[src/rtl/fb_pkg.sv]
package fb_pkg;

    localparam int MAC_BYTES  = 6;
    localparam int TYPE_BYTES = 2;
    localparam int HDR_BYTES  = 2 * MAC_BYTES + TYPE_BYTES;

    typedef struct packed {
        logic [8*MAC_BYTES-1:0]  dst;
        logic [8*MAC_BYTES-1:0]  src;
        logic [8*TYPE_BYTES-1:0] etype;
    } fb_hdr_t;

    typedef enum logic {
        ST_IDLE = 1'b0,
        ST_SEND = 1'b1
    } fb_state_t;

    function automatic int ceil_div(input int a, input int b);
        return (a + b - 1) / b;
    endfunction

    function automatic int tail_lanes(input int total, input int lanes);
        int r;
        r = total % lanes;
        return (r == 0) ? lanes : r;
    endfunction

endpackage

[src/rtl/fb_frame_map.sv]
module fb_frame_map
    import fb_pkg::*;
#(
    parameter int NUM_CH    = 12,
    parameter int CH_BYTES  = 5,
    parameter int GAP_BYTES = 4,
    parameter int SIG_BYTES = 20,
    parameter int IMG_BYTES = 104
) (
    input  fb_hdr_t                        hdr,
    input  logic [8*NUM_CH*CH_BYTES-1:0]   chan,
    input  logic [8*SIG_BYTES-1:0]         sig,
    output logic [8*IMG_BYTES-1:0]         image
);
    localparam int CH_OFF      = HDR_BYTES;
    localparam int GAP_OFF     = CH_OFF + NUM_CH * CH_BYTES;
    localparam int SIG_OFF     = GAP_OFF + GAP_BYTES;
    localparam int FRAME_BYTES = SIG_OFF + SIG_BYTES;

    // Addresses, most significant byte on the wire first
    for (genvar i = 0; i < MAC_BYTES; i++) begin : g_mac
        assign image[8*i +: 8]               = hdr.dst[8*(MAC_BYTES-1-i) +: 8];
        assign image[8*(MAC_BYTES+i) +: 8]   = hdr.src[8*(MAC_BYTES-1-i) +: 8];
    end

    for (genvar t = 0; t < TYPE_BYTES; t++) begin : g_type
        assign image[8*(2*MAC_BYTES+t) +: 8] = hdr.etype[8*(TYPE_BYTES-1-t) +: 8];
    end

    // Channel words, each most significant byte first
    for (genvar c = 0; c < NUM_CH; c++) begin : g_ch
        for (genvar j = 0; j < CH_BYTES; j++) begin : g_byte
            assign image[8*(CH_OFF + c*CH_BYTES + j) +: 8] =
                chan[8*(c*CH_BYTES + CH_BYTES-1-j) +: 8];
        end
    end

    for (genvar g = 0; g < GAP_BYTES; g++) begin : g_gap
        assign image[8*(GAP_OFF+g) +: 8] = 8'h00;
    end

    for (genvar s = 0; s < SIG_BYTES; s++) begin : g_sig
        assign image[8*(SIG_OFF+s) +: 8] = sig[8*(SIG_BYTES-1-s) +: 8];
    end

    // Lanes past the end of the frame in the final beat
    for (genvar k = FRAME_BYTES; k < IMG_BYTES; k++) begin : g_tail
        assign image[8*k +: 8] = 8'h00;
    end

endmodule

[src/rtl/fb_frame_store.sv]
module fb_frame_store #(
    parameter int W = 832
) (
    input  logic         clk,
    input  logic         rst,
    input  logic         load,
    input  logic [W-1:0] d,
    output logic [W-1:0] q
);
    always_ff @(posedge clk) begin
        if (rst) begin
            q <= '0;
        end else if (load) begin
            q <= d;
        end
    end
endmodule

[src/rtl/fb_beat_ctrl.sv]
module fb_beat_ctrl
    import fb_pkg::*;
#(
    parameter int NUM_BEATS  = 13,
    parameter int LANES      = 8,
    parameter int LAST_LANES = 2,
    parameter int IDX_W      = 4
) (
    input  logic             clk,
    input  logic             rst,
    input  logic             start,
    input  logic             tready,
    output logic             idle,
    output logic             tvalid,
    output logic             tlast,
    output logic [LANES-1:0] tkeep,
    output logic [IDX_W-1:0] beat
);
    localparam logic [IDX_W-1:0] LAST_IDX  = IDX_W'(NUM_BEATS - 1);
    localparam logic [LANES-1:0] LAST_MASK = LANES'((64'd1 << LAST_LANES) - 64'd1);

    fb_state_t state;

    always_ff @(posedge clk) begin
        if (rst) begin
            state <= ST_IDLE;
            beat  <= '0;
        end else begin
            case (state)
                ST_IDLE: begin
                    if (start) begin
                        state <= ST_SEND;
                        beat  <= '0;
                    end
                end
                ST_SEND: begin
                    if (tready) begin
                        if (beat == LAST_IDX) begin
                            state <= ST_IDLE;
                            beat  <= '0;
                        end else begin
                            beat <= beat + 1'b1;
                        end
                    end
                end
                default: state <= ST_IDLE;
            endcase
        end
    end

    always_comb begin
        idle   = (state == ST_IDLE);
        tvalid = (state == ST_SEND);
        tlast  = tvalid && (beat == LAST_IDX);
        if (!tvalid)    tkeep = '0;
        else if (tlast) tkeep = LAST_MASK;
        else            tkeep = '1;
    end
endmodule

[src/rtl/fb_lane_select.sv]
module fb_lane_select #(
    parameter int LANES     = 8,
    parameter int NUM_BEATS = 13,
    parameter int IDX_W     = 4
) (
    input  logic [8*LANES*NUM_BEATS-1:0] image,
    input  logic [IDX_W-1:0]             beat,
    input  logic                         valid,
    output logic [8*LANES-1:0]           tdata
);
    localparam int DATA_W = 8 * LANES;

    logic [DATA_W-1:0] beat_words [NUM_BEATS];

    for (genvar b = 0; b < NUM_BEATS; b++) begin : g_beat
        assign beat_words[b] = image[b*DATA_W +: DATA_W];
    end

    always_comb begin
        tdata = '0;
        for (int b = 0; b < NUM_BEATS; b++) begin
            if (valid && (int'(beat) == b)) tdata = beat_words[b];
        end
    end
endmodule

[src/rtl/fb_frame_builder.sv]
module fb_frame_builder
    import fb_pkg::*;
#(
    parameter int LANES     = 8,
    parameter int NUM_CH    = 12,
    parameter int CH_BYTES  = 5,
    parameter int GAP_BYTES = 4,
    parameter int SIG_BYTES = 20
) (
    input  logic                          clk,
    input  logic                          rst,
    input  logic [8*MAC_BYTES-1:0]        cfg_dst,
    input  logic [8*MAC_BYTES-1:0]        cfg_src,
    input  logic [8*TYPE_BYTES-1:0]       cfg_type,
    input  logic                          in_valid,
    output logic                          in_ready,
    input  logic [8*NUM_CH*CH_BYTES-1:0]  in_chan,
    input  logic [8*SIG_BYTES-1:0]        in_sig,
    output logic                          m_tvalid,
    input  logic                          m_tready,
    output logic [8*LANES-1:0]            m_tdata,
    output logic [LANES-1:0]              m_tkeep,
    output logic                          m_tlast
);
    localparam int FRAME_BYTES = HDR_BYTES + NUM_CH*CH_BYTES + GAP_BYTES + SIG_BYTES;
    localparam int NUM_BEATS   = ceil_div(FRAME_BYTES, LANES);
    localparam int LAST_LANES  = tail_lanes(FRAME_BYTES, LANES);
    localparam int IMG_BYTES   = NUM_BEATS * LANES;
    localparam int IDX_W       = (NUM_BEATS > 1) ? $clog2(NUM_BEATS) : 1;

    fb_hdr_t                 hdr;
    logic                    accept;
    logic [8*IMG_BYTES-1:0]  image_next;
    logic [8*IMG_BYTES-1:0]  image_q;
    logic [IDX_W-1:0]        beat;
    logic                    idle;

    assign hdr    = '{dst: cfg_dst, src: cfg_src, etype: cfg_type};
    assign accept = in_valid && in_ready;
    assign in_ready = idle;

    fb_frame_map #(
        .NUM_CH(NUM_CH), .CH_BYTES(CH_BYTES), .GAP_BYTES(GAP_BYTES),
        .SIG_BYTES(SIG_BYTES), .IMG_BYTES(IMG_BYTES)
    ) map_i (
        .hdr(hdr), .chan(in_chan), .sig(in_sig), .image(image_next)
    );

    fb_frame_store #(.W(8*IMG_BYTES)) store_i (
        .clk(clk), .rst(rst), .load(accept), .d(image_next), .q(image_q)
    );

    fb_beat_ctrl #(
        .NUM_BEATS(NUM_BEATS), .LANES(LANES), .LAST_LANES(LAST_LANES), .IDX_W(IDX_W)
    ) ctrl_i (
        .clk(clk), .rst(rst), .start(accept), .tready(m_tready),
        .idle(idle), .tvalid(m_tvalid), .tlast(m_tlast), .tkeep(m_tkeep), .beat(beat)
    );

    fb_lane_select #(
        .LANES(LANES), .NUM_BEATS(NUM_BEATS), .IDX_W(IDX_W)
    ) sel_i (
        .image(image_q), .beat(beat), .valid(m_tvalid), .tdata(m_tdata)
    );

endmodule

[config.mk]
export PLATFORM = sky130hd
export DESIGN_NAME = fb_frame_builder
export DESIGN_NICKNAME = d
export VERILOG_FILES = /design/src/rtl/fb_pkg.sv /design/src/rtl/fb_frame_map.sv /design/src/rtl/fb_frame_store.sv /design/src/rtl/fb_beat_ctrl.sv /design/src/rtl/fb_lane_select.sv /design/src/rtl/fb_frame_builder.sv
export SDC_FILE = /design/constraint.sdc
export NUM_CORES = 2
export LEC_CHECK = 0
export ABC_AREA = 1
export BUFFER_PORTS_ARGS = -buffer_cell sky130_fd_sc_hd__buf_2
export CAP_MARGIN = 20
export CORE_AREA = 3 3 324 326
export DETAILED_ROUTE_END_ITERATION = 10
export DIE_AREA = 0 0 327 329
export GPL_TIMING_DRIVEN = 0
export HOLD_SLACK_MARGIN = 0.06
export PLACE_DENSITY = 0.63
export SYNTH_ARGS = -nofsm -noshare
export SYNTH_HDL_FRONTEND = slang
export SYNTH_SLANG_ARGS = --single-unit
[constraint.sdc]
create_clock -name clk -period 3.1 [get_ports clk]
set_input_delay 0.31 -clock clk [delete_from_list [all_inputs] [get_ports clk]]
set_output_delay 0.31 -clock clk [all_outputs]
set_load 0.02 [all_outputs]
# After elaboration in Yosys (flattened, before gate mapping)
# Cells that the tools add are included.
[word_totals]
register_bits = 757
word_cells = 60
input_bits = 756
out_inout_bits = 75
[op_classes]
n_bitwise = 1
n_reduce_logical = 17
n_eq_ne = 15
n_mux = 23
addsub = 1
[op_table]
columns = ["operator", "n"]
rows = [
  ["64-bit two-way mux", 13],
  ["4-bit == test, second input constant", 9],
  ["8-bit two-way mux", 2],
  ["1-bit logical AND", 15],
  ["4-bit by 3-bit == test with 1-bit output, second input constant", 3],
  ["4-bit two-way mux", 3],
  ["4-bit case mux with 2 select lines", 1],
  ["4-bit by 1-bit adder with 4-bit output, second input constant", 1],
  ["4-bit by 2-bit == test with 1-bit output, second input constant", 1],
  ["4-bit zero test", 1],
  ["1-bit two-way mux", 3],
  ["2-bit by 1-bit inequality test with 1-bit output, second input constant", 1],
  ["2-bit inequality test, second input constant", 1],
  ["1-bit case mux with 2 select lines", 1],
  ["2-bit AND reduction", 1],
  ["1-bit NOT", 1],
]

# Logic depth before layout (Yosys ltp)
[depth]
word_depth = 15
ltp_mapped = 18
mapped_depth_nobuf = 17

# Hierarchy
# From an unflattened synthesis, not the netlist that was laid out.
[unflattened]
hier_cells = 7754
area_unflattened_um2 = 48008.5
[modules_own_cells]
columns = ["module", "area_each_um2", "instances", "cells_each"]
rows = [
  ["fb_frame_store", 34236.6, 1, 5270],
  ["fb_lane_select", 7164.4, 1, 1598],
  ["fb_frame_map", 6249.7, 1, 833],
  ["fb_beat_ctrl", 350.3, 1, 51],
  ["fb_frame_builder", 7.5, 1, 2],
]

# Least setup slack after synthesis
# No wires, ideal clock.
[synth_timing]
kind = "register -> output"
from = "reg ctrl_i.state, in the netlist ctrl_i.tvalid"
to = "out m_tdata[21]"
path_stages_with_launch = 13
required_ps = 2790
arrival_ps = 2105
path_buffers = 2
path_slack_ps = 685
cell_sequence = "dfxtp_1 buf_2 nand2_1 nor2_4 buf_1 a31oi_1 o211ai_1 nand2_1 nand2_1 nand2_1 nand2_1 nand2_1 a21oi_1"
[synth_between]
elab_chain_cells = 14
[synth_rtl]
columns = ["element", "line_no", "rtl"]
rows = [
  ["from (decl)", "fb_beat_ctrl.sv:22", "fb_state_t state;"],
  ["from (signal assigned)", "fb_beat_ctrl.sv:26", "state <= ST_IDLE;"],
  ["from (signal assigned)", "fb_beat_ctrl.sv:32", "state <= ST_SEND;"],
  ["from (signal assigned)", "fb_beat_ctrl.sv:39", "state <= ST_IDLE;"],
  ["1-bit logical AND", "fb_lane_select.sv:22", "if (valid && (int'(beat) == b)) tdata = beat_words[b];"],
  ["64-bit two-way mux (12 in series)", "fb_lane_select.sv:22", ""],
  ["64-bit two-way mux *", "fb_lane_select.sv:22", ""],
  ["to (decl)", "fb_frame_builder.sv:21", "output logic [8*LANES-1:0] m_tdata,"],
]
# Every way passes the cells marked *; elsewhere a longest branch is shown, timed or not.

# Final worst setup path
[layout_timing]
from = "reg ctrl_i.beat[3]"
to = "out m_tdata[57]"
[layout_between]
elab_chain_cells = 15
[layout_rtl]
columns = ["element", "line_no", "rtl"]
rows = [
  ["from (decl)", "fb_beat_ctrl.sv:17", "output logic [IDX_W-1:0] beat"],
  ["from (signal assigned)", "fb_beat_ctrl.sv:42", "beat <= beat + 1'b1;"],
  ["4-bit zero test", "fb_lane_select.sv:22", ""],
  ["1-bit logical AND", "fb_lane_select.sv:22", ""],
  ["64-bit two-way mux (12 in series)", "fb_lane_select.sv:22", ""],
  ["64-bit two-way mux *", "fb_lane_select.sv:22", ""],
]
# Marks and branches as above.

==> key figures <==
Run status
  • Status: finished with violations
  • Failing checks: negative setup slack

Yosys
  • Count leader, synth: nor2_1
  • Yosys cell types: 33
  • Mapped Nets: 5,996
  • Yosys top cell by area: dfxtp_1
  • Asr flop ratio synth: 0%
  • Synth Instances: between 5,000 and 6,000
  • Synth warnings: 0
  • Synth Register Bits: around 760
  • Avg Cell Area, Syn: about 6.5 um2
  • Share of the synthesized area in the top cell type: between 40% and 50%
  • Seq/Total Area, Yosys: 44.3%
  • Synth top area cells: dfxtp_1 (44%), nor2_1 (18%), o21ai_0 (13%)
  • Most frequent cells after synthesis: nor2_1 (1,607), nand2_1 (943), o21ai_0 (879)
  • Ys flop type: dfxtp_1
  • Syn Std Cell Area: roughly 34,000 um2
  • Number of synthesized flops with an enable pin: 0

Die
  • Die span in y: ~330 um
  • Row count: around 120
  • DIE AREA: between 100,000 and 150,000 um2
  • I/O pin count: 831
  • Die Width: between 300 and 400 um
  • Core Box Area: 102,000 um2
  • Starting density of the core: between 30% and 40%

STA
  • PnR worst setup slack: -391 ps
  • Final worst path period share: 113%
  • Final min period: about 3500 ps
  • Final hold vios: 0
  • Final Setup Violations: 64
  • Worst slew pin tran: 1220 ps
  • RSZ-0062 raised after global routing: yes
  • Clock Skews: between 20 and 30 ps
  • F_max: 286 MHz
  • Final Slew Violations: 0
  • Max-slew headroom: 18.8%
  • Setup TNS: -17,540 ps
  • Hold Slack: between 100 and 150 ps

CTS
  • Clock latency on the worst-skew pair: roughly 670 ps
  • Clk slew on worst S/H paths: around 60 ps
  • Max Root-Sink Buffers: 3
  • Root Buffer: clkbuf_16
  • CTS Buf Count: a little under 90
  • CTS tree: yes
  • H-tree Lvls: 3
  • Sinks on Clock Net: between 700 and 800

Cells and area
  • FILL cells: ~9,700
  • Share of layout cells above drive strength 1: 23.8%
  • Final nets: about 7,700
  • Area Overhead vs Synth: 57.0%
  • Final core utilization: 52.6%
  • Post-route cell area: about 54,000 um2

Setup path
  • CP Launch Type: flip-flop
  • Crit-path max FO: 10
  • R2R cell count: 6
  • Crit path capture: m_tdata[57]
  • Worst r2r src: ctrl_i.tvalid$_SDFF_PP0_
  • Reg2reg setup slack: approximately 80 ps
  • CP Class: flip-flop to output pin
  • Worst Setup SP: ctrl_i.beat[3]$_SDFFE_PP0P_
  • CP arrival: roughly 3200 ps
  • FF-to-FF End: store_i.q[15]$_SDFFE_PP0P_
  • Critical Path RT: about 2800 ps
  • Crit. End Element: output pin

Place
  • GPL Wtd Cong: between 0.9 and 1
  • Dpl cell area: 40,000 um2
  • PortBufs: 830
  • HPWL Detailed: approximately 140,000 um

Global routing
  • Met3 GRT Util: under 10%
  • Grt peak-use layer: met2
  • Vias in the first global route: 41,800
  • Largest net degree at the start of global routing: 13
  • Tot GR Track Use: between 30% and 40%
  • Residual overflow from global routing: 0
  • Met2 Resource Use GR: approximately 51%
  • Antenna violations before repair: 36
  • Met1 GRT Util: between 40% and 50%
  • First-pass GRT wire length: approximately 260,000 um

Flow run
  • Max_cap viols: 0

Drt
  • Post-DR vias/cell: around 5.2
  • Post-Route WL: roughly 190,000 um
  • DR pass1 iterations: 9
  • Vias: between 40,000 and 50,000
  • Routed Antenna Nets: 0
  • Remaining DRCs: 0
  • DRT iter0 DRCs: 4,547
  • Wire per inst: 22.1 um

Power
  • Pwr/cell area: about 500 nW/um2
  • LEAKAGE: 24.5 nW
  • Maximum VDD drop: approximately 0.00037 V

Worst hold path
  • Hold WC Path Type: primary input to flip-flop
metal layers:
metal | wire length (um) | up-vias
li1 | - | 20000
met1 | 77400 | 20200
met2 | 79900 | 2527
met3 | 15400 | 786
met4 | 12900 | 16
met5 | 111 | -
how the worst min path moves through the flow:
stage | end | from | cells after the start
after floorplan | ctrl_i.beat[1]$_SDFFE_PP0P_ | rst | 1
final | store_i.q[304]$_SDFFE_PP0P_ | in_chan[160] | 3
after global placement | store_i.q[304]$_SDFFE_PP0P_ | store_i.q[304]$_SDFFE_PP0P_ | 2
after global routing | store_i.q[15]$_SDFFE_PP0P_ | cfg_dst[39] | 3
after CTS | store_i.q[15]$_SDFFE_PP0P_ | cfg_dst[39] | 3
after detailed placement | store_i.q[304]$_SDFFE_PP0P_ | store_i.q[304]$_SDFFE_PP0P_ | 2
registers in the layout (all words and copies together), names as in the netlist:
| signal | flops |
|---|---|
| store_i.q | 752 |
| ctrl_i.beat | 4 |
| ctrl_i.tvalid | 1 |
through the flow:
step / power [W] / instances / setup WS, ps
detailed placement: 0.0147 / 7434 / -700
CTS: 0.0265 / 8372 / -453
global placement: 0.0147 / 7434 / -1390
global route: 0.0277 / 8390 / -488
floorplan: 0.0130 / 5236 / 685
finish: 0.0268 / 8404 / -391
cell families after synthesis:
family | share of synthesized area (%)
buffers and inverters | 7.61
adder cells (fa/ha/maj) | 0.146
AO/OA/AOI/OAI | 15.5
flip-flops | 44.3
AND/OR/NAND/NOR | 32.4
XOR/XNOR | 0.0256
worst max-delay path, stage by stage, from the launching register on:
cell and delay, ps:
dfxtp_2 420, inv_2 80, nor2_1 120, inv_2 130, nor2_4 280, inv_1 270, clkbuf_2 310, clkbuf_1 300
nand2_1 140, inv_1 70, a21oi_4 240, buf_6 160
cell usage in the layout (no fill, tap or decap), types with 10 or more instances in the layout:
cell type	Yosys	final
a21oi_2	0	38
a31oi_1	26	12
buf_12	0	11
buf_2	108	838
buf_4	12	60
buf_6	4	67
buf_8	0	14
clkbuf_1	257	231
clkbuf_16	0	94
clkbuf_2	1	30
clkbuf_4	0	11
clkbuf_8	0	25
clkinv_2	0	14
dfxtp_1	757	752
diode_2	0	27
dlygate4sd3_1	0	751
inv_1	229	224
inv_2	11	10
nand2_1	943	720
nand2_2	3	195
nand2_4	0	29
nand3_1	175	82
nand3_2	0	90
nand3b_1	14	14
nor2_1	1607	1592
nor2_2	6	11
nor2_4	3	13
o211ai_1	40	40
o21ai_0	879	870
o21ai_1	4	12
or2_2	47	43
power by group:
part           switching, W  internal, W
registers          0.000524       0.0106
logic               0.00269      0.00200
clock network       0.00449      0.00646
total               0.00770       0.0191
what timing repair did:
| action | in CTS | in global routing |
|---|---|---|
| gates cloned | 5 | 2 |
| buffers inserted | 22 | 7 |
| setup endpoints to repair | 647 | 108 |
| pin swaps | 169 | 218 |
| hold endpoints to repair | 752 | 0 |
| resized for setup | 580 | 244 |
| hold buffers | 751 | 0 |
cell type report:
class / instances / area [um2] / area share (%)
Multi-Input combinational cell: 3842 / 18200 / 34.0
Timing Repair Buffer: 1614 / 12400 / 23.1
Clock inverter: 28 / 352 / 0.655
Antenna cell: 27 / 67.6 / 0.126
Clock buffer: 133 / 2640 / 4.91
Buffer: 393 / 2200 / 4.10
Sequential cell: 757 / 15200 / 28.3
Inverter: 242 / 925 / 1.72
Tap cell: 1368 / 1710 / 3.19
(Power assumes the default switching activity.)
